### config.mk
export PLATFORM = sky130hd
export DESIGN_NAME = iw_window
export DESIGN_NICKNAME = d
export VERILOG_FILES = /design/src/rtl/iw_pkg.sv /design/src/rtl/iw_pick.sv /design/src/rtl/iw_slot.sv /design/src/rtl/iw_ctrl.sv /design/src/rtl/iw_window.sv
export SDC_FILE = /design/constraint.sdc
export NUM_CORES = 1
export LEC_CHECK = 0
export BUFFER_PORTS_ARGS = -buffer_cell sky130_fd_sc_hd__clkbuf_2
export CORE_MARGIN = 1.5
export CORE_UTILIZATION = 30
export CTS_CLUSTER_SIZE = 28
export DETAILED_ROUTE_END_ITERATION = 10
export HOLD_SLACK_MARGIN = 0.15
export SLEW_MARGIN = 10
export SYNTH_ARGS = -nofsm -noshare
export SYNTH_HDL_FRONTEND = slang
export SYNTH_HIERARCHICAL = 1
export SYNTH_SLANG_ARGS = --single-unit
### constraint.sdc
create_clock -name clk -period 3.7 [get_ports clk]
set_clock_uncertainty 0.15 [all_clocks]
set_input_delay 0.37 -clock clk [delete_from_list [all_inputs] [get_ports clk]]
set_output_delay 0.37 -clock clk [all_outputs]
set_load 0.05 [all_outputs]
### src/rtl/iw_pkg.sv
package iw_pkg;

  typedef enum logic [2:0] {
    M_IDLE    = 3'd0,
    M_SAVE    = 3'd1,
    M_RESTORE = 3'd2,
    M_DONE    = 3'd3,
    M_REPLAY  = 3'd4
  } iw_mode_e;

endpackage

### src/rtl/iw_pick.sv
module iw_pick #(
  parameter int N = 8
) (
  input  logic [N-1:0] req,
  output logic [N-1:0] gnt,
  output logic         any
);

  always_comb begin
    gnt = '0;
    for (int i = N - 1; i >= 0; i--) begin
      if (req[i]) begin
        gnt    = '0;
        gnt[i] = 1'b1;
      end
    end
  end

  assign any = |req;

endmodule

### src/rtl/iw_slot.sv
module iw_slot #(
  parameter int DW = 16,
  parameter int CW = 2,
  parameter int VW = 6
) (
  input  logic          clk,
  input  logic          rst_n,
  input  logic          wr_en,
  input  logic [DW-1:0] wr_payload,
  input  logic [CW-1:0] wr_cls,
  input  logic [VW-1:0] wr_vlen,
  input  logic          clr,
  input  logic          prog_en,
  input  logic [VW-1:0] prog_elems,
  output logic          occ,
  output logic [DW-1:0] payload,
  output logic [CW-1:0] cls,
  output logic [VW-1:0] vlen
);

  function automatic logic [VW-1:0] vlen_after(input logic [VW-1:0] cur,
                                               input logic [VW-1:0] done);
    if (done >= cur) return '0;
    return cur - done;
  endfunction

  always_ff @(posedge clk) begin
    if (!rst_n) begin
      occ     <= 1'b0;
      payload <= '0;
      cls     <= '0;
      vlen    <= '0;
    end else if (wr_en) begin
      occ     <= 1'b1;
      payload <= wr_payload;
      cls     <= wr_cls;
      vlen    <= wr_vlen;
    end else if (clr) begin
      occ <= 1'b0;
    end else if (prog_en) begin
      vlen <= vlen_after(vlen, prog_elems);
    end
  end


  no_overwrite_chk: assert property (@(posedge clk) disable iff (!rst_n)
    wr_en |-> !occ);


  vlen_mono_chk: assert property (@(posedge clk) disable iff (!rst_n)
    (occ && !$past(wr_en) && $past(occ)) |-> (vlen <= $past(vlen)));

endmodule

### src/rtl/iw_ctrl.sv
module iw_ctrl
  import iw_pkg::*;
(
  input  logic     clk,
  input  logic     rst_n,
  input  logic     irq_save,
  input  logic     irq_restore,
  input  logic     save_end,
  input  logic     rs_end,
  input  logic     rp_end,
  output iw_mode_e mode
);

  iw_mode_e nxt;

  always_comb begin
    nxt = mode;
    unique case (mode)
      M_IDLE: begin
        if (irq_save)         nxt = M_SAVE;
        else if (irq_restore) nxt = M_RESTORE;
      end
      M_SAVE:    if (save_end) nxt = M_IDLE;
      M_RESTORE: if (rs_end)   nxt = M_DONE;
      M_DONE:                  nxt = M_REPLAY;
      M_REPLAY:  if (rp_end)   nxt = M_IDLE;
      default:                 nxt = M_IDLE;
    endcase
  end

  always_ff @(posedge clk) begin
    if (!rst_n) mode <= M_IDLE;
    else        mode <= nxt;
  end


  done_pulse_chk: assert property (@(posedge clk) disable iff (!rst_n)
    (mode == M_DONE) |=> (mode == M_REPLAY));


  done_entry_chk: assert property (@(posedge clk) disable iff (!rst_n)
    (mode == M_DONE) |-> ($past(mode) == M_RESTORE));

endmodule

### src/rtl/iw_window.sv
module iw_window
  import iw_pkg::*;
#(
  parameter int N  = 8,
  parameter int DW = 16,
  parameter int CW = 2,
  parameter int VW = 6,
  parameter int SW = 2,
  parameter logic [(2**CW)*SW-1:0] NRP_TAB = {2'd3, 2'd3, 2'd2, 2'd1}
) (
  input  logic          clk,
  input  logic          rst_n,
  input  logic          disp_valid,
  input  logic [DW-1:0] disp_payload,
  input  logic [CW-1:0] disp_cls,
  input  logic [VW-1:0] disp_vlen,
  output logic          disp_ready,
  output logic [N-1:0]  disp_tag,
  output logic          win_full,
  input  logic          cmpl_valid,
  input  logic [N-1:0]  cmpl_tag,
  input  logic [SW-1:0] cmpl_stage,
  input  logic [VW-1:0] cmpl_elems,
  input  logic          irq_save,
  input  logic          irq_restore,
  output logic          sv_valid,
  output logic          sv_last,
  output logic [DW-1:0] sv_payload,
  output logic [CW-1:0] sv_cls,
  output logic [VW-1:0] sv_vlen,
  input  logic          rs_valid,
  input  logic          rs_last,
  input  logic [DW-1:0] rs_payload,
  input  logic [CW-1:0] rs_cls,
  input  logic [VW-1:0] rs_vlen,
  output logic          rs_done,
  output logic          rp_valid,
  output logic [N-1:0]  rp_tag,
  output logic [DW-1:0] rp_payload,
  output logic [CW-1:0] rp_cls,
  output logic [VW-1:0] rp_vlen
);

  function automatic logic [SW-1:0] nrp_of(input logic [CW-1:0] c);
    return NRP_TAB[int'(c) * SW +: SW];
  endfunction

  function automatic logic past_nrp(input logic [SW-1:0] stage,
                                    input logic [CW-1:0] c);
    return stage >= nrp_of(c);
  endfunction

  iw_mode_e mode;

  logic [N-1:0]  occ_vec;
  logic [DW-1:0] pl_arr  [N];
  logic [CW-1:0] cls_arr [N];
  logic [VW-1:0] vl_arr  [N];

  logic [N-1:0] free_gnt, save_gnt, rp_req, rp_gnt, pend;
  logic         free_any, save_any, rp_any;
  logic [N-1:0] wr_vec, retire_vec, prog_vec, clr_vec;

  // named internal events
  logic wr_go, cmpl_ok, save_fire, save_end, rs_end, rp_end;

  logic [DW-1:0] wr_payload;
  logic [CW-1:0] wr_cls;
  logic [VW-1:0] wr_vlen;

  iw_pick #(.N(N)) u_free (.req(~occ_vec),       .gnt(free_gnt), .any(free_any));
  iw_pick #(.N(N)) u_save (.req(occ_vec),        .gnt(save_gnt), .any(save_any));
  iw_pick #(.N(N)) u_rp   (.req(rp_req),         .gnt(rp_gnt),   .any(rp_any));

  assign rp_req  = pend & occ_vec;
  assign cmpl_ok = cmpl_valid && (mode != M_SAVE) && (mode != M_RESTORE);
  assign wr_go   = ((mode == M_IDLE) && disp_valid && free_any) ||
                   ((mode == M_RESTORE) && rs_valid && free_any);

  assign wr_payload = (mode == M_RESTORE) ? rs_payload : disp_payload;
  assign wr_cls     = (mode == M_RESTORE) ? rs_cls     : disp_cls;
  assign wr_vlen    = (mode == M_RESTORE) ? rs_vlen    : disp_vlen;

  assign save_fire = (mode == M_SAVE) && save_any;
  assign sv_valid  = save_fire;
  assign sv_last   = save_fire && ($countones(occ_vec) == 1);
  assign save_end  = !save_any || sv_last;
  assign rs_end    = rs_valid && rs_last;
  assign rp_end    = $countones(rp_req) <= 1;

  assign disp_ready = (mode == M_IDLE) && free_any;
  assign disp_tag   = free_gnt;
  assign win_full   = &occ_vec;
  assign rs_done    = (mode == M_DONE);
  assign rp_valid   = (mode == M_REPLAY) && rp_any;
  assign rp_tag     = rp_valid ? rp_gnt : '0;

  for (genvar i = 0; i < N; i++) begin : g_slot
    logic hit;
    assign hit           = cmpl_ok && cmpl_tag[i] && occ_vec[i];
    assign retire_vec[i] = hit && past_nrp(cmpl_stage, cls_arr[i]);
    assign prog_vec[i]   = hit && !past_nrp(cmpl_stage, cls_arr[i]);
    assign wr_vec[i]     = wr_go && free_gnt[i];
    assign clr_vec[i]    = retire_vec[i] || (save_fire && save_gnt[i]);

    iw_slot #(.DW(DW), .CW(CW), .VW(VW)) u_slot (
      .clk        (clk),
      .rst_n      (rst_n),
      .wr_en      (wr_vec[i]),
      .wr_payload (wr_payload),
      .wr_cls     (wr_cls),
      .wr_vlen    (wr_vlen),
      .clr        (clr_vec[i]),
      .prog_en    (prog_vec[i]),
      .prog_elems (cmpl_elems),
      .occ        (occ_vec[i]),
      .payload    (pl_arr[i]),
      .cls        (cls_arr[i]),
      .vlen       (vl_arr[i])
    );
  end

  always_comb begin
    sv_payload = '0; sv_cls = '0; sv_vlen = '0;
    rp_payload = '0; rp_cls = '0; rp_vlen = '0;
    for (int i = 0; i < N; i++) begin
      if (save_gnt[i]) begin
        sv_payload = pl_arr[i]; sv_cls = cls_arr[i]; sv_vlen = vl_arr[i];
      end
      if (rp_gnt[i]) begin
        rp_payload = pl_arr[i]; rp_cls = cls_arr[i]; rp_vlen = vl_arr[i];
      end
    end
  end

  always_ff @(posedge clk) begin
    if (!rst_n)                 pend <= '0;
    else if (mode == M_DONE)    pend <= occ_vec & ~retire_vec;
    else if (mode == M_REPLAY)  pend <= pend & ~rp_gnt;
    else                        pend <= '0;
  end

  iw_ctrl u_ctrl (
    .clk         (clk),
    .rst_n       (rst_n),
    .irq_save    (irq_save),
    .irq_restore (irq_restore),
    .save_end    (save_end),
    .rs_end      (rs_end),
    .rp_end      (rp_end),
    .mode        (mode)
  );


  full_block_chk: assert property (@(posedge clk) disable iff (!rst_n)
    win_full |-> !disp_ready);


  busy_block_chk: assert property (@(posedge clk) disable iff (!rst_n)
    (mode != M_IDLE) |-> !disp_ready);


  save_free_chk: assert property (@(posedge clk) disable iff (!rst_n)
    sv_valid |=> ((occ_vec & $past(save_gnt)) == '0));


  rp_onehot_chk: assert property (@(posedge clk) disable iff (!rst_n)
    $onehot0(rp_tag) && (rp_valid == (rp_tag != '0)));


  hold_cmpl_chk: assert property (@(posedge clk) disable iff (!rst_n)
    ((mode == M_SAVE) || (mode == M_RESTORE)) |-> (retire_vec == '0 && prog_vec == '0));

endmodule

==> out/metrics.csv, run 1 <==
stage,metric,value,unit
status,outcome,"finished, violations left",
status,violations,negative setup slack,
route,wire_per_inst,21.7,um
critical_path,crit_type,reg2out,
min_path,hp-class,in2reg,
grt,grt_pass1_vias,14435,
floorplan,fp.dieH,232,um
critical_path,cp_common_cell,fa_1,
pwr,intPower,4.15,mW
logic_synthesis,synth_seq_cells,211,
timing,worst_slack,-0.363,ns
layout,antenna_cells,0,
pwr,max-vdd-ir-drop,0.000269,V
pwr,seqPwrFrac,0.409,
logic_synthesis,syn-num-nets,2002,
clock_tree,clk_latency,0.55,ns
layout,fin_area,19400,um^2
critical_path,r2r-end,u_ctrl/mode[2],
critical_path,slowest_stage,fa_1,
critical_path,cp_num_buf_inv,4,
route,drt_drc_violations_left,0,
timing,whs,0.156,ns
route,vias_per_cell,5.61,
grt,track_usage,0.208,
clock_tree,cts_buffer_depth,3,
min_path,hold_depth,4,
floorplan,coreArea,51500,um^2
pwr,pwr-share-comb,0.162,
clock_tree,cts.sinks,211,
logic_synthesis,synth_enable_flop_cells,0,
timing,relSlewSlack,0.482,
critical_path,end_kind,output pin,
critical_path,crit_required,3.18,ns
timing,rsz0062_at_grt,true,
logic_synthesis,synth.most_common_cell,dfxtp_1,
pwr,p_sw_frac,0.284,
pwr,p_switching,1.65,mW
timing,setup_viol,2,
timing,fin_crit,4.06,ns
clock_tree,cts_tree,yes,
timing,finalMaxSlewViolations,0,
floorplan,num_rows,83,
critical_path,critical-path-top-delay-family,adder cells,
grt,grt_max_degree,130,
place,gp_congestion,0.888,
timing,finalCritPeriodShare,1.10,
clock_tree,clk_pin_slew_worst_paths,0.06,ns
pwr,clkPwrFrac,0.429,
logic_synthesis,netlist_top_cells_count,"211 x dfxtp_1, 193 x nor2b_1, 145 x mux2i_1",
clock_tree,cts_max_level,1,
logic_synthesis,ys_top_cells_by_area,"dfxtp_1 27%, mux2i_1 9.2%, nor2b_1 7.7%",
critical_path,critPathMaxStageDelay,0.55,ns
logic_synthesis,syn_inst,1843,
timing,worst_pin_slew,0.777,ns
route,ant_nets,0,
grt,antenna_found_initial,0,
timing,fmax,0.246,GHz
grt,grt_pass1_wl,86.8,mm
critical_path,r2r_start,g_slot[0].u_slot/occ,
logic_synthesis,synth-async-reset-ratio,0,
place,portBuffers,141,
route,finalWirelength,58.0,mm
critical_path,start_kind,flip-flop,
logic_synthesis,yosys_warnings,6,
logic_synthesis,avgSynthCellArea,8.53,um^2
critical_path,ff2ff_setup_slack,-0.08,ns
timing,hold_violations,0,
logic_synthesis,yosysSeqAreaShare,0.269,
min_path,worstHoldStart,cmpl_tag[2],
clock_tree,root_buffer,clkbuf_16,
floorplan,die_x,232,um
pwr,p_leak,7.20,nW
clock_tree,cts_made_buffers,25,
logic_synthesis,synthDistinctLibCells,66,
route,drtIter0Drc,1417,
floorplan,die-area,53800,um^2
min_path,hold_end,pend[2],
layout,drive_gt1_frac,0.213,
layout,final_nets,2140,
critical_path,path_cells,inv_2 > fa_1 > fa_1 > fa_1 > inv_1 > ha_2 > inv_2 > fa_2 > nand3_2 > a21oi_4 > buf_12,
route,vias,15007,
logic_synthesis,synth_area,15700,um^2
logic_synthesis,synth.top_cell.area_share,0.269,
pwr,power_density,299,nW/um^2
critical_path,critPathMaxFanout,2,
critical_path,arrival,3.54,ns
floorplan,ioPinCount,142,
route,dr.pass1.iters,5,
flow_run,drv_cap,0,
layout,area_delta_synth_final,23.4,%
place,dpl_cell_area,18100,um^2
floorplan,start_util,0.305,
logic_synthesis,synth_largest_area_cell,dfxtp_1,
grt,grt-ovfl-total,0,
logic_synthesis,synth_flop_cell,dfxtp_1,
place,dp_hpwl,39.6,mm
critical_path,worst_r2r_path_depth,12,
cell type report:
| type | instances | area, um^2 |
|---|---|---|
| Multi-Input combinational cell | 1404 | 10800 |
| Timing Repair Buffer | 242 | 2360 |
| Tap cell | 680 | 851 |
| Sequential cell | 211 | 4230 |
| Inverter | 97 | 364 |
| Clock inverter | 6 | 70.1 |
| Fill cell | 5280 | 32100 |
| Clock buffer | 37 | 741 |
worst min-delay path, cell delays in order:
cell	delay (ns)
clkbuf_2	0.08
o211ai_1	0.20
o211ai_1	0.11
nand2_1	0.07
cells in the final DEF (no fill, tap or decap), types with 11 or more instances in the layout:
| cell | Yosys | routed |
|---|---|---|
| nand3b_1 | 33 | 33 |
| a221o_1 | 71 | 71 |
| nor3_1 | 11 | 11 |
| clkbuf_2 | 0 | 92 |
| buf_4 | 9 | 78 |
| nand3_1 | 23 | 22 |
| ha_1 | 71 | 69 |
| nand2_1 | 121 | 120 |
| inv_1 | 95 | 89 |
| o2111ai_1 | 48 | 48 |
| clkbuf_16 | 0 | 27 |
| o21a_1 | 24 | 24 |
| o22ai_1 | 26 | 26 |
| mux2i_1 | 145 | 145 |
| a221oi_1 | 40 | 40 |
| nand2b_1 | 84 | 84 |
| a21oi_1 | 91 | 88 |
| dfxtp_1 | 211 | 207 |
| nor2b_1 | 193 | 192 |
| and2_2 | 3 | 11 |
| a31oi_1 | 28 | 15 |
| o211ai_1 | 16 | 16 |
| mux2_2 | 22 | 22 |
| fa_1 | 16 | 15 |
| nor2_1 | 111 | 108 |
| o21ai_0 | 38 | 38 |
| nor3b_1 | 23 | 21 |
| dlygate4sd3_1 | 0 | 11 |
| xor2_1 | 16 | 16 |
| a311oi_2 | 0 | 13 |
| buf_12 | 0 | 54 |
| a31oi_2 | 0 | 13 |
registers in the layout (all words and copies together) (netlist names):
register / count
g_slot.u_slot/payload: 128
g_slot.u_slot/vlen: 48
g_slot.u_slot/cls: 16
g_slot.u_slot/occ: 8
pend: 8
u_ctrl/mode: 3
routing by layer:
| layer | share of wire | track usage |
|---|---|---|
| met2 | 0.47 | 0.350 |
| met4 | 0.034 | 0.0710 |
| met5 | 0 | 0 |
| met1 | 0.43 | 0.274 |
| met3 | 0.070 | 0.0252 |
power groups by stage:
| stage | Clock, mW | Sequential (mW) | Combinational, mW |
|---|---|---|---|
| 6_report | 2.49 | 2.37 | 0.942 |
| 5_1_grt | 2.61 | 2.37 | 1.01 |
| 4_1_cts | 2.52 | 2.37 | 0.939 |
| 3_5_place_dp | 0 | 2.42 | 0.917 |
| 3_3_place_gp | 0 | 2.42 | 0.897 |
| 2_1_floorplan | 0 | 2.40 | 0.598 |
logic make-up (layout without fill, tap and decap cells):
family / after synthesis / after routing / synth area share
AO/OA/AOI/OAI: 455 / 455 / 0.226
flip-flops: 211 / 211 / 0.269
AND/OR/NAND/NOR: 668 / 668 / 0.242
buffers and inverters: 228 / 382 / 0.0622
adder cells (fa/ha/maj): 87 / 87 / 0.0769
XOR/XNOR: 25 / 25 / 0.0144
multiplexers: 169 / 169 / 0.109
how the worst max path moves through the flow:
| stage | cells after the start | start | slack, ns | to |
|---|---|---|---|---|
| after floorplan | 8 | g_slot[2].u_slot/occ | -0.04 | g_slot[3].u_slot/vlen[1] |
| after global placement | 11 | g_slot[3].u_slot/occ | 0.05 | sv_last |
| after detailed placement | 11 | g_slot[3].u_slot/occ | 0.03 | sv_last |
| after CTS | 11 | g_slot[1].u_slot/occ | -0.46 | sv_last |
| after global routing | 11 | g_slot[0].u_slot/occ | -0.47 | sv_last |
| final | 11 | g_slot[0].u_slot/occ | -0.36 | sv_last |
repair_timing:
item | CTS | global route
endpoints found under the hold margin | 16 | 0
cloned | 0 | 2
hold buffers | 11 | 0
pin swaps | 4 | 16
resized for setup | 26 | 28
buffers inserted | 5 | 12
endpoints found under the setup margin | 32 | 50
per-stage QoR:
step	utilization	cells	power (mW)	setup WS, ns	TNS [ns]
final	0.377	2677	5.80	-0.363	-0.440
after detailed placement	0.351	2605	3.34	0.0327	0
after floorplan	-	1843	3.00	-0.0392	-0.194
after global routing	0.377	2677	6.00	-0.469	-0.648
after CTS	0.372	2664	5.83	-0.456	-0.485
after global placement	0.351	2605	3.31	0.0475	0
(Power assumes the default switching activity.)
==> inputs of run 2 (changes only) <==
--- a/config.mk
+++ b/config.mk
@@ -10,7 +10,8 @@
 export CORE_UTILIZATION = 30
 export CTS_CLUSTER_SIZE = 28
 export DETAILED_ROUTE_END_ITERATION = 10
-export HOLD_SLACK_MARGIN = 0.15
+export HOLD_SLACK_MARGIN = 0.05
+export SKIP_CTS_REPAIR_TIMING = 1
 export SLEW_MARGIN = 10
 export SYNTH_ARGS = -nofsm -noshare
 export SYNTH_HDL_FRONTEND = slang
==> run 2 against run 1 <==
  * The flow still finishes with violations (negative setup slack)
  * Flip-flop and latch count did not move
  * Global-route usage shrank 0.066 points
  * Total power about the same
  * Worst hold slack got worse by 0.14 ns
  * Combinational power is 1% lower
  * Largest power group unchanged
==> out/metrics.csv, run 2 (synthesis gave the netlist of run 1 again) <==
stage,metric,value,unit,change
pwr,power_density,302,nW/um^2,+1.1%
timing,hold_violations,0,,unchanged
route,wl_met2,27.4,mm,+0.35%
layout,final_cell_mix,"207 x dfxtp_1, 192 x nor2b_1, 145 x mux2i_1, 120 x nand2_1, 108 x nor2_1",,
route,dr.pass1.iters,6,,+1
layout,drive_gt1_frac,0.205,,-0.00827
clock_tree,cts_tree,yes,,
layout,area_delta_synth_final,22.1,%,
place,dp_hpwl,39.6,mm,unchanged
critical_path,start_kind,flip-flop,,
layout,n_fill_cell,5298,,+0.34%
grt,antenna_found_initial,0,,unchanged
grt,track_usage,0.207,,-0.000655
floorplan,die-area,53800,um^2,unchanged
layout,regMostFlops,g_slot.u_slot/payload,,
timing,finalMaxSlewViolations,0,,unchanged
clock_tree,cts_max_level,1,,unchanged
timing,fmax,0.241,GHz,-2.0%
timing,finalCritPeriodShare,1.12,,+0.0221
layout,final-seq-area,4230,um^2,about the same
floorplan,die_x,232,um,unchanged
grt,grt_pass1_wl,86.5,mm,-0.32%
floorplan,ioPinCount,142,,unchanged
status,violations,negative setup slack,,
critical_path,critPathMaxStageDelay,0.56,ns,about the same
pwr,p_leak,7.11,nW,-1.2%
flow_run,drv_cap,0,,unchanged
route,ant_nets,0,,unchanged
layout,final_nets,2123,,-0.79%
timing,tns,-0.461,ns,-0.0213 ns
critical_path,arrival,3.62,ns,+0.08 ns
route,vias_per_cell,5.65,,+0.72%
timing,worst_pin_slew,0.794,ns,+0.0169 ns
route,vias,15019,,+0.080%
layout,layout_commonest_cell,dfxtp_1,,
clock_tree,clk_pin_slew_worst_paths,0.06,ns,about the same
route,finalWirelength,58.3,mm,+0.45%
route,drtIter0Drc,1415,,-0.14%
clock_tree,clk_latency,0.56,ns,about the same
critical_path,cp_common_cell,fa_1,,
critical_path,cp_num_buf_inv,4,,unchanged
route,wire_per_inst,21.9,um,+1.1%
min_path,hp-class,in2reg,,
clock_tree,cts_made_buffers,25,,unchanged
floorplan,fp.dieH,232,um,unchanged
pwr,max-vdd-ir-drop,0.000273,V,+1.7%
status,outcome,"finished, violations left",,
floorplan,num_rows,83,,unchanged
critical_path,end_kind,output pin,,
layout,antenna_cells,0,,unchanged
timing,fin_crit,4.14,ns,+0.0819 ns
clock_tree,cts_buffer_depth,3,,unchanged
layout,largest_reg_flops,128,,unchanged
critical_path,critical-path-top-delay-family,adder cells,,
critical_path,crit_type,reg2out,,
route,dr.max_layer_used,met4,,
route,wl_met1,25.2,mm,+2.3%
timing,relSlewSlack,0.470,,-0.0113
critical_path,path_cells,inv_2 > fa_1 > fa_1 > fa_1 > inv_1 > ha_2 > inv_2 > fa_2 > nand3_2 > a21oi_4 > buf_12,,
floorplan,coreArea,51500,um^2,unchanged
critical_path,critPathMaxFanout,3,,+1
place,gp_congestion,0.888,,unchanged
critical_path,slowest_stage,fa_2,,
route,drt_drc_violations_left,0,,unchanged
clock_tree,root_buffer,clkbuf_16,,
clock_tree,cts.sinks,211,,unchanged
critical_path,crit_required,3.18,ns,about the same
layout,top_regs,"g_slot.u_slot/payload x128, g_slot.u_slot/vlen x48, g_slot.u_slot/cls x16",,
floorplan,start_util,0.305,,unchanged
grt,grt_pass1_vias,14303,,-0.91%
timing,rsz0062_at_grt,true,,
place,portBuffers,141,,unchanged
grt,grt_max_degree,130,,unchanged
timing,setup_viol,2,,unchanged
pwr,total_power,5.80,mW,about the same
layout,multi_input_area,10700,um^2,-0.72%
grt,grt-ovfl-total,0,,unchanged
timing,worst_slack,-0.445,ns,-0.0819 ns
route,dr_wl_met3,3.75,mm,-8.0%
-- run 2: cell types whose count changed in the layout (fill, tap and decap cells not counted), moves of 2 or more --
cell           before  now
a311oi_2           13    9
a31oi_2            13    5
a31oi_1            15   23
buf_6               4    2
dlygate4sd3_1      11    1
a311oi_1            7   11
buf_4              78   71
-- run 2: final cells by class --
type,count,share of cell area
clock buffers,37,0.0386
multi-input cells,1404,0.558
flip-flops and latches,211,0.221
well taps,680,0.0443
inverters,97,0.0190
clock inverters,6,0.00365
repair buffers,225,0.116
-- run 2: worst paths after layout --
check / startpoint / endpoint / slack [ns] / depth (start not counted)
worst min register to register: pend[2] / pend[2] / 0.32 / 2
worst min-delay path: irq_save / u_ctrl/mode[1] / 0.01 / 4
worst max-delay path: g_slot[0].u_slot/occ / sv_last / -0.44 / 11
worst max register to register: g_slot[0].u_slot/occ / u_ctrl/mode[2] / -0.02 / 12
-- run 2: per-stage QoR --
| stage | hold slack [ns] | utilization | setup slack, ns | instance area (um^2) | std cells |
|---|---|---|---|---|---|
| finish | 0.0125 | 0.373 | -0.445 | 19200 | 2660 |
| CTS | -0.0366 | 0.366 | -0.564 | 18900 | 2648 |
| floorplan | 0.288 | - | -0.0392 | 15700 | 1843 |
| detailed placement | 0.309 | 0.351 | 0.0327 | 18100 | 2605 |
| global placement | 0.302 | 0.351 | 0.0475 | 18100 | 2605 |
| global route | 0.0890 | 0.373 | -0.552 | 19200 | 2660 |
-- run 2: report_power, final --
group	internal, mW	switching, mW	leakage [nW]	total [mW]
clock	1.45	1.05	0.404	2.50
sequential	2.32	0.0519	1.71	2.37
combinational	0.368	0.560	5.00	0.928
total	4.14	1.66	7.11	5.80
-- run 2: worst min-delay path, cell delays in order --
cell,delay (ns)
clkbuf_2,0.10
inv_1,0.04
a21oi_1,0.11
nor3_1,0.05
-- run 2: per-layer routing --
| layer | vias up | global-route usage |
|---|---|---|
| li1 | 6906 | - |
| met2 | 615 | 0.347 |
| met1 | 7360 | 0.274 |
| met3 | 138 | 0.0262 |
| met5 | - | 0 |
| met4 | 0 | 0.0678 |
==> inputs of run 3 (changes only) <==
--- a/config.mk
+++ b/config.mk
@@ -11,9 +11,11 @@
 export CTS_CLUSTER_SIZE = 28
 export DETAILED_ROUTE_END_ITERATION = 10
 export HOLD_SLACK_MARGIN = 0.05
+export SETUP_SLACK_MARGIN = 0.05
 export SKIP_CTS_REPAIR_TIMING = 1
 export SLEW_MARGIN = 10
 export SYNTH_ARGS = -nofsm -noshare
 export SYNTH_HDL_FRONTEND = slang
 export SYNTH_HIERARCHICAL = 1
 export SYNTH_SLANG_ARGS = --single-unit
+export TNS_END_PERCENT = 100
==> run 3 against run 2 <==
  * The run still ends with negative setup slack left
  * Critical path depth is the same
  * Non-clock buffer count up 8
  * Routed wire length grew 2.9%
  * Count of clock-buffer cells in the layout up 4
  * Register-to-register slack better by 0.02 ns
  * Final cell count rose by 0.38%
  * Die area stayed put
  * Total power fell by 0.36%
  * Global-route usage about the same
  * Core utilization grew 0.62 points
  * Critical endpoint unchanged
  * Largest power group unchanged
==> out/metrics.csv, run 3 (synthesis gave the netlist of run 1 again) <==
stage,metric,value,unit,change
grt,track_usage,0.207,,about the same
timing,finalMaxSlewViolations,0,,unchanged
grt,grt_pass1_vias,14401,,+0.69%
clock_tree,root_buffer,clkbuf_16,,
place,gp_congestion,0.879,,-0.94%
critical_path,start_kind,flip-flop,,
grt,grt_max_degree,83,,-36%
layout,n_fill_cell,5218,,-1.5%
layout,multi_input_area,10800,um^2,+0.97%
clock_tree,cts_max_level,1,,unchanged
place,portBuffers,141,,unchanged
route,ant_nets,0,,unchanged
clock_tree,cts_tree,yes,,
critical_path,crit_required,3.18,ns,about the same
floorplan,num_rows,83,,unchanged
status,outcome,"finished, violations left",,
clock_tree,clk_pin_slew_worst_paths,0.06,ns,about the same
route,dr.pass1.iters,7,,+1
pwr,pwr-share-comb,0.165,,+0.005
layout,drive_gt1_frac,0.216,,+0.0105
min_path,hp-class,in2reg,,
timing,hold_violations,0,,unchanged
route,drt_drc_violations_left,0,,unchanged
floorplan,coreArea,51500,um^2,unchanged
route,finalWirelength,60.0,mm,+2.9%
route,vias,15243,,+1.5%
layout,antenna_cells,0,,unchanged
floorplan,start_util,0.305,,unchanged
min_path,hold_end,u_ctrl/mode[0],,
clock_tree,cts.sinks,211,,unchanged
layout,fin_area,19500,um^2,+1.7%
floorplan,die-area,53800,um^2,unchanged
min_path,worstHoldStart,irq_save,,
timing,whs,0.0515,ns,+0.0390 ns
critical_path,critPathMaxFanout,5,,+2
timing,worst_slack,-0.485,ns,-0.0401 ns
pwr,p_switching,1.68,mW,+1.4%
layout,final-seq-area,4240,um^2,about the same
min_path,hold_depth,4,,unchanged
status,violations,negative setup slack,,
timing,worst_pin_slew,0.623,ns,-0.171 ns
place,dp_hpwl,38.7,mm,-2.3%
critical_path,ff2ff_setup_slack,0,ns,+0.02 ns
pwr,intPower,4.09,mW,-1.1%
layout,regMostFlops,g_slot.u_slot/payload,,
pwr,clkPwrFrac,0.425,,-0.006
floorplan,die_x,232,um,unchanged
clock_tree,clk_latency,0.56,ns,about the same
route,wire_per_inst,22.5,um,+2.5%
clock_tree,cts_made_buffers,25,,unchanged
layout,area_delta_synth_final,24.1,%,
route,drtIter0Drc,1622,,+15%
timing,relSlewSlack,0.585,,+0.115
layout,top_regs,"g_slot.u_slot/payload x128, g_slot.u_slot/vlen x48, g_slot.u_slot/cls x16",,
layout,final_cell_mix,"206 x dfxtp_1, 192 x nor2b_1, 145 x mux2i_1, 119 x nand2_1, 108 x nor2_1",,
pwr,power_density,296,nW/um^2,-2.0%
floorplan,ioPinCount,142,,unchanged
critical_path,crit_type,reg2out,,
flow_run,drv_cap,0,,unchanged
pwr,p_sw_frac,0.292,,+0.00500
pwr,p_leak,7.19,nW,+1.1%
place,dpl_cell_area,18200,um^2,+0.56%
timing,finalCritPeriodShare,1.13,,+0.0108
critical_path,r2r_start,g_slot[0].u_slot/occ,,
grt,grt-ovfl-total,0,,unchanged
route,vias_per_cell,5.71,,+1.1%
pwr,max-vdd-ir-drop,0.000306,V,+12%
critical_path,r2r-end,u_ctrl/mode[2],,
timing,fmax,0.239,GHz,-0.96%
timing,tns,-0.485,ns,-0.0235 ns
pwr,seqPwrFrac,0.410,,about the same
critical_path,end_kind,output pin,,
clock_tree,cts_buffer_depth,3,,unchanged
layout,largest_reg_flops,128,,unchanged
floorplan,fp.dieH,232,um,unchanged
layout,layout_commonest_cell,dfxtp_1,,
place,dpl_worst_slack,0.0353,ns,+0.00261 ns
critical_path,arrival,3.66,ns,+0.04 ns
timing,setup_viol,1,,-1
timing,fin_crit,4.18,ns,+0.0401 ns
critical_path,worst_r2r_path_depth,11,,-1
timing,rsz0062_at_grt,true,,
layout,final_nets,2132,,+0.42%
grt,antenna_found_initial,0,,unchanged
grt,grt_pass1_wl,86.6,mm,about the same
[run 3: per-layer routing]
metal / wire length [um] / global-route usage
met5: 0 / 0
met4: 2540 / 0.0858
met3: 4400 / 0.0285
met1: 25700 / 0.272
met2: 27300 / 0.340
[run 3: worst max-delay path by stage]
stage / slack (ns) / start / endpoint
floorplan: 0.001 / g_slot[1].u_slot/occ / u_ctrl/mode[0]
global placement: 0.04 / g_slot[3].u_slot/occ / u_ctrl/mode[2]
detailed placement: 0.04 / g_slot[3].u_slot/occ / u_ctrl/mode[2]
CTS: -0.53 / g_slot[1].u_slot/occ / sv_last
global route: -0.58 / g_slot[1].u_slot/occ / sv_last
finish: -0.48 / g_slot[1].u_slot/occ / sv_last
[run 3: final cells by class]
cell class	count	share of cell area
flip-flops and latches	211	0.217
clock inverters	3	0.00167
inverters	97	0.0190
repair buffers	233	0.126
multi-input cells	1405	0.554
well taps	680	0.0436
clock buffers	41	0.0387
[run 3: metrics by stage]
step	power (mW)	util	instances
global placement	3.32	0.353	2603
CTS	5.78	0.368	2647
global route	5.97	0.379	2670
detailed placement	3.34	0.353	2603
finish	5.78	0.379	2670
floorplan	3.00	-	1843
[run 3: power by group through the flow]
stage | sequential, mW | combinational [mW] | clock, mW
5_1_grt | 2.37 | 1.02 | 2.57
6_report | 2.37 | 0.954 | 2.45
4_1_cts | 2.37 | 0.928 | 2.48
2_1_floorplan | 2.40 | 0.598 | 0
3_5_place_dp | 2.42 | 0.925 | 0
3_3_place_gp | 2.41 | 0.909 | 0
[run 3: critical path: stages, from the launching register on]
cell and delay [ns]:
dfxtp_4 0.38, inv_4 0.04, fa_1 0.50, fa_1 0.57
fa_1 0.41, inv_1 0.07, ha_2 0.18, inv_2 0.04
fa_2 0.52, nand3_2 0.08, a21oi_4 0.16, buf_12 0.15
